--- src/rtl/xfc_pkg.sv ---
package xfc_pkg;

    localparam int CHAR_W = 8;

    typedef logic [CHAR_W-1:0] char_t;

    typedef enum logic [1:0] {
        SEL_ON1  = 2'd0,
        SEL_ON2  = 2'd1,
        SEL_OFF1 = 2'd2,
        SEL_OFF2 = 2'd3
    } code_sel_e;

    typedef struct packed {
        char_t on1;
        char_t on2;
        char_t off1;
        char_t off2;
    } codes_t;

    typedef enum logic [1:0] {
        INJ_IDLE   = 2'd0,
        INJ_FIRST  = 2'd1,
        INJ_SECOND = 2'd2
    } inj_state_e;

    // active bits for word length code 0..3 (5..8 bits)
    function automatic char_t len_mask(input logic [1:0] wl);
        return char_t'(8'hFF >> (2'd3 - wl));
    endfunction

    function automatic logic code_eq(input char_t a, input char_t b,
                                     input logic [1:0] wl);
        return ((a ^ b) & len_mask(wl)) == '0;
    endfunction

endpackage

--- src/rtl/xfc_code_regs.sv ---
module xfc_code_regs
    import xfc_pkg::*;
(
    input  logic        clk,
    input  logic        rst,
    input  logic        we,
    input  logic [1:0]  sel,
    input  char_t       din,
    output codes_t      codes
);

    always_ff @(posedge clk) begin
        if (rst) begin
            codes <= '0;
        end else if (we) begin
            case (code_sel_e'(sel))
                SEL_ON1:  codes.on1  <= din;
                SEL_ON2:  codes.on2  <= din;
                SEL_OFF1: codes.off1 <= din;
                default:  codes.off2 <= din;
            endcase
        end
    end

    AST_CODES_CLEAR: assert property (@(posedge clk) disable iff (rst)
        $past(rst) |-> (codes == '0));

endmodule

--- src/rtl/xfc_rx_match.sv ---
module xfc_rx_match
    import xfc_pkg::*;
(
    input  logic        clk,
    input  logic        rst,
    input  codes_t      codes,
    input  logic [1:0]  wlen,
    input  logic        flow_en,
    input  logic        dbl_mode,
    input  logic        spec_mode,
    input  logic        rx_valid,
    input  char_t       rx_char,
    output logic        rx_push,
    output char_t       rx_out,
    output logic        rx_drop,
    output logic        spec_hit,
    output logic        xoff_rcvd
);

    logic  held_v, held_off, rep_v;
    char_t held_ch, rep_ch;
    logic  m_off1, m_on1, m_second;

    always_comb begin
        m_off1   = code_eq(rx_char, codes.off1, wlen);
        m_on1    = code_eq(rx_char, codes.on1, wlen);
        m_second = code_eq(rx_char, held_off ? codes.off2 : codes.on2, wlen);
    end

    always_ff @(posedge clk) begin
        if (rst) begin
            held_v    <= 1'b0;
            held_off  <= 1'b0;
            held_ch   <= '0;
            rep_v     <= 1'b0;
            rep_ch    <= '0;
            xoff_rcvd <= 1'b0;
            rx_push   <= 1'b0;
            rx_out    <= '0;
            rx_drop   <= 1'b0;
            spec_hit  <= 1'b0;
        end else begin
            rx_push  <= 1'b0;
            rx_drop  <= 1'b0;
            spec_hit <= 1'b0;
            if (rep_v) begin
                rx_push <= 1'b1;
                rx_out  <= rep_ch;
                rep_v   <= 1'b0;
            end
            if (rx_valid) begin
                if (spec_mode) begin
                    rx_push  <= 1'b1;
                    rx_out   <= rx_char;
                    spec_hit <= code_eq(rx_char, codes.off2, wlen);
                end else if (!flow_en) begin
                    rx_push <= 1'b1;
                    rx_out  <= rx_char;
                end else if (!dbl_mode) begin
                    if (m_off1) begin
                        xoff_rcvd <= 1'b1;
                        rx_drop   <= 1'b1;
                    end else if (m_on1) begin
                        xoff_rcvd <= 1'b0;
                        rx_drop   <= 1'b1;
                    end else begin
                        rx_push <= 1'b1;
                        rx_out  <= rx_char;
                    end
                end else if (held_v && m_second) begin
                    xoff_rcvd <= held_off;
                    rx_drop   <= 1'b1;
                    held_v    <= 1'b0;
                end else begin
                    if (held_v) begin
                        rx_push <= 1'b1;
                        rx_out  <= held_ch;
                    end
                    if (m_off1 || m_on1) begin
                        held_v   <= 1'b1;
                        held_off <= m_off1;
                        held_ch  <= rx_char;
                    end else if (held_v) begin
                        held_v <= 1'b0;
                        rep_v  <= 1'b1;
                        rep_ch <= rx_char;
                    end else begin
                        rx_push <= 1'b1;
                        rx_out  <= rx_char;
                    end
                end
            end
        end
    end

    AST_RX_SPACING: assert property (@(posedge clk) disable iff (rst)
        rx_valid |=> !rx_valid);
    AST_DROP_EXCLUSIVE: assert property (@(posedge clk) disable iff (rst)
        rx_drop |-> !rx_push);
    AST_SPEC_KEEPS: assert property (@(posedge clk) disable iff (rst)
        spec_hit |-> rx_push);
    AST_RESUME_NEEDS_RX: assert property (@(posedge clk) disable iff (rst)
        $fell(xoff_rcvd) |-> $past(rx_valid));

endmodule

--- src/rtl/xfc_tx_arb.sv ---
module xfc_tx_arb
    import xfc_pkg::*;
#(
    parameter int LVL_W = 5
) (
    input  logic             clk,
    input  logic             rst,
    input  codes_t           codes,
    input  logic             dbl_mode,
    input  logic             auto_xmit_en,
    input  logic [LVL_W-1:0] fifo_level,
    input  logic [LVL_W-1:0] trig_level,
    input  logic             xoff_rcvd,
    input  logic             tx_ready,
    input  logic             txq_valid,
    input  char_t            txq_char,
    output logic             tx_load,
    output char_t            tx_data,
    output logic             txq_pop,
    output logic             peer_paused
);

    inj_state_e st;
    logic       inj_off, busy, at_trig, q_go;
    char_t      inj_code;

    always_comb begin
        at_trig  = fifo_level >= trig_level;
        busy     = st != INJ_IDLE;
        inj_code = (st == INJ_SECOND) ? (inj_off ? codes.off2 : codes.on2)
                                      : (inj_off ? codes.off1 : codes.on1);
        q_go     = tx_ready && !busy && txq_valid && !xoff_rcvd;
        tx_load  = (tx_ready && busy) || q_go;
        txq_pop  = q_go;
        tx_data  = busy ? inj_code : txq_char;
    end

    always_ff @(posedge clk) begin
        if (rst) begin
            st          <= INJ_IDLE;
            inj_off     <= 1'b0;
            peer_paused <= 1'b0;
        end else begin
            case (st)
                INJ_IDLE: begin
                    if (auto_xmit_en && !peer_paused && at_trig) begin
                        st      <= INJ_FIRST;
                        inj_off <= 1'b1;
                    end else if (peer_paused && !at_trig) begin
                        st      <= INJ_FIRST;
                        inj_off <= 1'b0;
                    end
                end
                INJ_FIRST: begin
                    if (tx_ready) begin
                        if (dbl_mode) begin
                            st <= INJ_SECOND;
                        end else begin
                            st          <= INJ_IDLE;
                            peer_paused <= inj_off;
                        end
                    end
                end
                default: begin
                    if (tx_ready) begin
                        st          <= INJ_IDLE;
                        peer_paused <= inj_off;
                    end
                end
            endcase
        end
    end

    AST_NO_POP_SUSPENDED: assert property (@(posedge clk) disable iff (rst)
        xoff_rcvd |-> !txq_pop);
    AST_INJ_BEFORE_QUEUE: assert property (@(posedge clk) disable iff (rst)
        txq_pop |-> (st == INJ_IDLE));
    AST_PAUSE_AFTER_LOAD: assert property (@(posedge clk) disable iff (rst)
        $rose(peer_paused) |-> $past(tx_load));

endmodule

--- src/rtl/xonxoff_flow_ctl.sv ---
module xonxoff_flow_ctl
    import xfc_pkg::*;
#(
    parameter int LVL_W = 5
) (
    input  logic             clk,
    input  logic             rst,
    input  logic             code_we,
    input  logic [1:0]       code_sel,
    input  logic [7:0]       code_din,
    input  logic [1:0]       wlen,
    input  logic             flow_en,
    input  logic             dbl_mode,
    input  logic             spec_mode,
    input  logic             auto_xmit_en,
    input  logic             rx_valid,
    input  logic [7:0]       rx_char,
    output logic             rx_push,
    output logic [7:0]       rx_out,
    output logic             rx_drop,
    output logic             spec_hit,
    output logic             xoff_rcvd,
    input  logic [LVL_W-1:0] fifo_level,
    input  logic [LVL_W-1:0] trig_level,
    output logic             peer_paused,
    input  logic             tx_ready,
    input  logic             txq_valid,
    input  logic [7:0]       txq_char,
    output logic             tx_load,
    output logic [7:0]       tx_data,
    output logic             txq_pop
);

    codes_t codes;

    xfc_code_regs u_regs (
        .clk   (clk),
        .rst   (rst),
        .we    (code_we),
        .sel   (code_sel),
        .din   (code_din),
        .codes (codes)
    );

    xfc_rx_match u_rx (
        .clk       (clk),
        .rst       (rst),
        .codes     (codes),
        .wlen      (wlen),
        .flow_en   (flow_en),
        .dbl_mode  (dbl_mode),
        .spec_mode (spec_mode),
        .rx_valid  (rx_valid),
        .rx_char   (rx_char),
        .rx_push   (rx_push),
        .rx_out    (rx_out),
        .rx_drop   (rx_drop),
        .spec_hit  (spec_hit),
        .xoff_rcvd (xoff_rcvd)
    );

    xfc_tx_arb #(.LVL_W(LVL_W)) u_tx (
        .clk          (clk),
        .rst          (rst),
        .codes        (codes),
        .dbl_mode     (dbl_mode),
        .auto_xmit_en (auto_xmit_en),
        .fifo_level   (fifo_level),
        .trig_level   (trig_level),
        .xoff_rcvd    (xoff_rcvd),
        .tx_ready     (tx_ready),
        .txq_valid    (txq_valid),
        .txq_char     (txq_char),
        .tx_load      (tx_load),
        .tx_data      (tx_data),
        .txq_pop      (txq_pop),
        .peer_paused  (peer_paused)
    );

endmodule

--- config.mk ---
export PLATFORM = sky130hd
export DESIGN_NAME = xonxoff_flow_ctl
export DESIGN_NICKNAME = d
export VERILOG_FILES = /design/src/rtl/xfc_pkg.sv /design/src/rtl/xfc_code_regs.sv /design/src/rtl/xfc_rx_match.sv /design/src/rtl/xfc_tx_arb.sv /design/src/rtl/xonxoff_flow_ctl.sv
export SDC_FILE = /design/constraint.sdc
export NUM_CORES = 1
export LEC_CHECK = 0
export CAP_MARGIN = 20
export CORE_MARGIN = 2
export CORE_UTILIZATION = 30
export DETAILED_ROUTE_END_ITERATION = 10
export GPL_TIMING_DRIVEN = 1
export SLEW_MARGIN = 20
export SYNTH_ARGS = -nofsm -noshare
export SYNTH_HDL_FRONTEND = slang
export SYNTH_SLANG_ARGS = --single-unit
--- constraint.sdc ---
create_clock -name clk -period 2.2 [get_ports clk]
set_input_delay 0.44 -clock clk [delete_from_list [all_inputs] [get_ports clk]]
set_output_delay 0.44 -clock clk [all_outputs]
set_load 0.03 [all_outputs]
==> results of run 1 <==
worst min-delay path by stage:
stage / end / start / cells after the start / slack (ps)
floorplan: u_rx.held_ch[6]$_SDFFE_PP0P_ / u_rx.held_ch[6]$_SDFFE_PP0P_ / 2 / 450
global placement: u_rx.rep_ch[6]$_SDFFE_PP0P_ / u_rx.rep_ch[6]$_SDFFE_PP0P_ / 2 / 470
detailed placement: u_rx.held_ch[4]$_SDFFE_PP0P_ / u_rx.held_ch[4]$_SDFFE_PP0P_ / 2 / 490
CTS: u_rx.held_ch[4]$_SDFFE_PP0P_ / u_rx.held_ch[4]$_SDFFE_PP0P_ / 2 / 500
global route: u_rx.rep_ch[1]$_SDFFE_PP0P_ / u_rx.rep_ch[1]$_SDFFE_PP0P_ / 2 / 530
finish: u_rx.held_ch[5]$_SDFFE_PP0P_ / u_rx.held_ch[5]$_SDFFE_PP0P_ / 2 / 500
timing repair:
item	4_1_cts	5_1_grt
gates cloned	0	0
gates resized for setup	21	22
hold buffers	0	0
pin swaps	2	22
setup endpoints to repair	26	27
buffers inserted	1	7
power breakdown:
group          switching [uW]  internal (uW)
registers                35.0           1250
logic                     341            333
clock network             497            895
state kept, by name, summed over array words and instances (netlist names), 2 cells and up:
register	cells
u_tx.st	2
u_rx.held_ch	8
u_rx.rep_ch	8
u_rx.rx_out	8
u_regs.codes	32
cell type report:
type	count	area, sq um
fillers	1210	7053
clock inverters	2	37.54
well taps	172	215.2
flip-flops and latches	67	1345
multi-input cells	332	2490
repair buffers	139	1227
inverters	15	56.30
clock buffers	12	246.5
Yosys cell counts, types with 6 or more instances:
cell / instances
mux2i_1: 85
nor2_1: 85
dfxtp_1: 67
xnor2_1: 29
a21oi_1: 24
clkbuf_1: 16
inv_1: 15
o21ai_0: 12
nand2_1: 10
nand3_1: 8
o211ai_1: 8
a21o_1: 7
buf_2: 7
nand2b_1: 6
critical path, delay by kind of cell, from the launching register on:
kind                   cells  cell delay [ps]
AO/OA/AOI/OAI              3              800
multiplexers               2              410
flip-flops                 1              360
AND/OR/NAND/NOR            2              350
buffers and inverters      1              150
cells by family after synthesis:
| group | synth area share (%) |
|---|---|
| DFF | 34.43 |
| and+or+nand+nor | 15.13 |
| adders and majority gates | 1.606 |
| muxes | 23.09 |
| buffers and inverters | 5.523 |
| AOI/OAI and AO/OA | 13.71 |
| xor gates and xnor gates | 6.519 |
through the flow:
| step | utilization (%) | instances |
|---|---|---|
| after floorplan | - | 447 |
| after global placement | 40.77 | 718 |
| after detailed placement | 40.77 | 718 |
| after CTS | 43.35 | 733 |
| after global routing | 44.34 | 739 |
| final | 44.34 | 739 |
per-layer routing:
metal / vias up / share of wire (%)
li1: 1778 / -
met1: 1668 / 45
met2: 92 / 48
met3: 18 / 5.5
met4: 0 / 1.4
met5: - / 0
==> results.ini, run 1 <==
[global_route]
track_usage_pct = 16.19
gr-usage-met1_pct = 19.95
first_global_vias = 3614
grt_first_pass_wirelength_mm = 18.04
gr-total-overflow = 0
grt_max_degree = 40
grtUsageMet2_pct = 27.73
met3_usage_pct = 4.360
grt_antenna_before_repair = 0
busiest_layer = met2

[yosys]
synth_seq_area_share_pct = 34.43
synthFlopType = dfxtp_1
synth_area_sq_um = 3896
yosys_warnings = 0
synth_edf_count = 0
synth_nets = 500
ys_types = 48
yosys-top-cells-area = dfxtp_1 (34%), mux2i_1 (22%), nor2_1 (8.2%)
ys_ff_latch = 67
syn_area_per_cell_sq_um = 8.716
yosysTopAreaCell = dfxtp_1
ys_async_sr_fraction_pct = 0
syn_inst = 447
synth.top_cell.area_share_pct = 34.43

[sta]
fin_crit_sh_pct = 98.96
fin_ws_ps = 22.97
rsz0062_at_grt = true
skew_ps = 6.223
finalSetupTns_ps = 0
setup_violations = 0
fin_crit_ps = 2177
tightest_slew_ps = 533.0
slew_headroom_pct = 63.55
max_freq_mhz = 459.3
drv_slew = 0
hold_viol = 0
holdWs_ps = 498.7

[placement]
dpl_cell_area_sq_um = 5166
port_buffers = 70
pre_cts_slack_ps = -524.3
place_hpwl_mm = 8.443
globalplace.congestion = 0.8839

[pwr]
leakage_uw = 0.002391
vdd_drop_max_mv = 0.3126
total_power_uw = 3352
cellPowerDensity_nw_per_um2 = 596.6

[clock_tree]
clkTransAtPathRegs_ps = 50
cts_tree = done
clockBufferDepth = 2
cts_made_buffers = 9
clk_latency_ps = 330
htreeDepth = 3
clock_sinks = 67
cts_root_buf = clkbuf_16

[routing]
firstDrtPassIters = 5
wl_mm = 11.15
drt_iter0_drc = 216
vias = 3556
drtAntennaViolNets = 0
drc = 0
routed_via_density = 4.812
wl_per_cell_um = 15.09

[cells_and_area]
syn_to_final_growth_pct = 44.19
n_antenna_cell = 0
layout_commonest_cell = nor2_1
fin_area_sq_um = 5618
drive_gt1_share_pct = 23.10
final_cell_mix = nor2_1 (83), mux2i_1 (80), buf_4 (72), dfxtp_1 (66), clkdlybuf4s50_1 (48)
final_nets = 617

[setup_path]
slowest_stage = a2111oi_4
cpMostUsedCell = mux2i_4
r2r_start = u_rx.held_off$_SDFFE_PP0P_
path_cells = buf_12 > mux2i_4 > mux2i_4 > a2111oi_4 > nand2_1 > nand3_1 > o22ai_1 > a22o_1
r2r-end = u_rx.rx_out[5]$_SDFF_PP0_
crit_start = u_rx.held_off$_SDFFE_PP0P_
start_kind = flip-flop
cp_max_fo = 8
reg2regPathDepth = 8
cp-endpoint = u_rx.rx_out[5]$_SDFF_PP0_
crit_required_ps = 2420
end_kind = flip-flop
slowest_delay_ps = 430
crit_type = reg -> reg
r2r_setup_slack_ps = 20
cp.arrival_ps = 2400

[hold_path]
hp-class = reg -> reg

[job]
maxCapViolations = 0

[die]
die_area_sq_um = 13910
pin_count = 71
die_w_um = 118.0
core_area_sq_um = 12670
die_y_um = 118.0
start_util_pct = 30.75
rows = 41

[status]
run_status = finished, final reports clean

No activity file was read; power rests on OpenSTA's default activity.
==> run 2: changes to the inputs <==
ABC_CLOCK_PERIOD_IN_PS = 2200   (was unset)
==> results of run 2 <==
Final layout, timing and power as in run 1 (identical DEF).
==> run 3: changes to the inputs <==
SLEW_MARGIN = unset   (was 20)
==> results of run 3 <==
Final layout, timing and power as in run 1 (identical DEF).
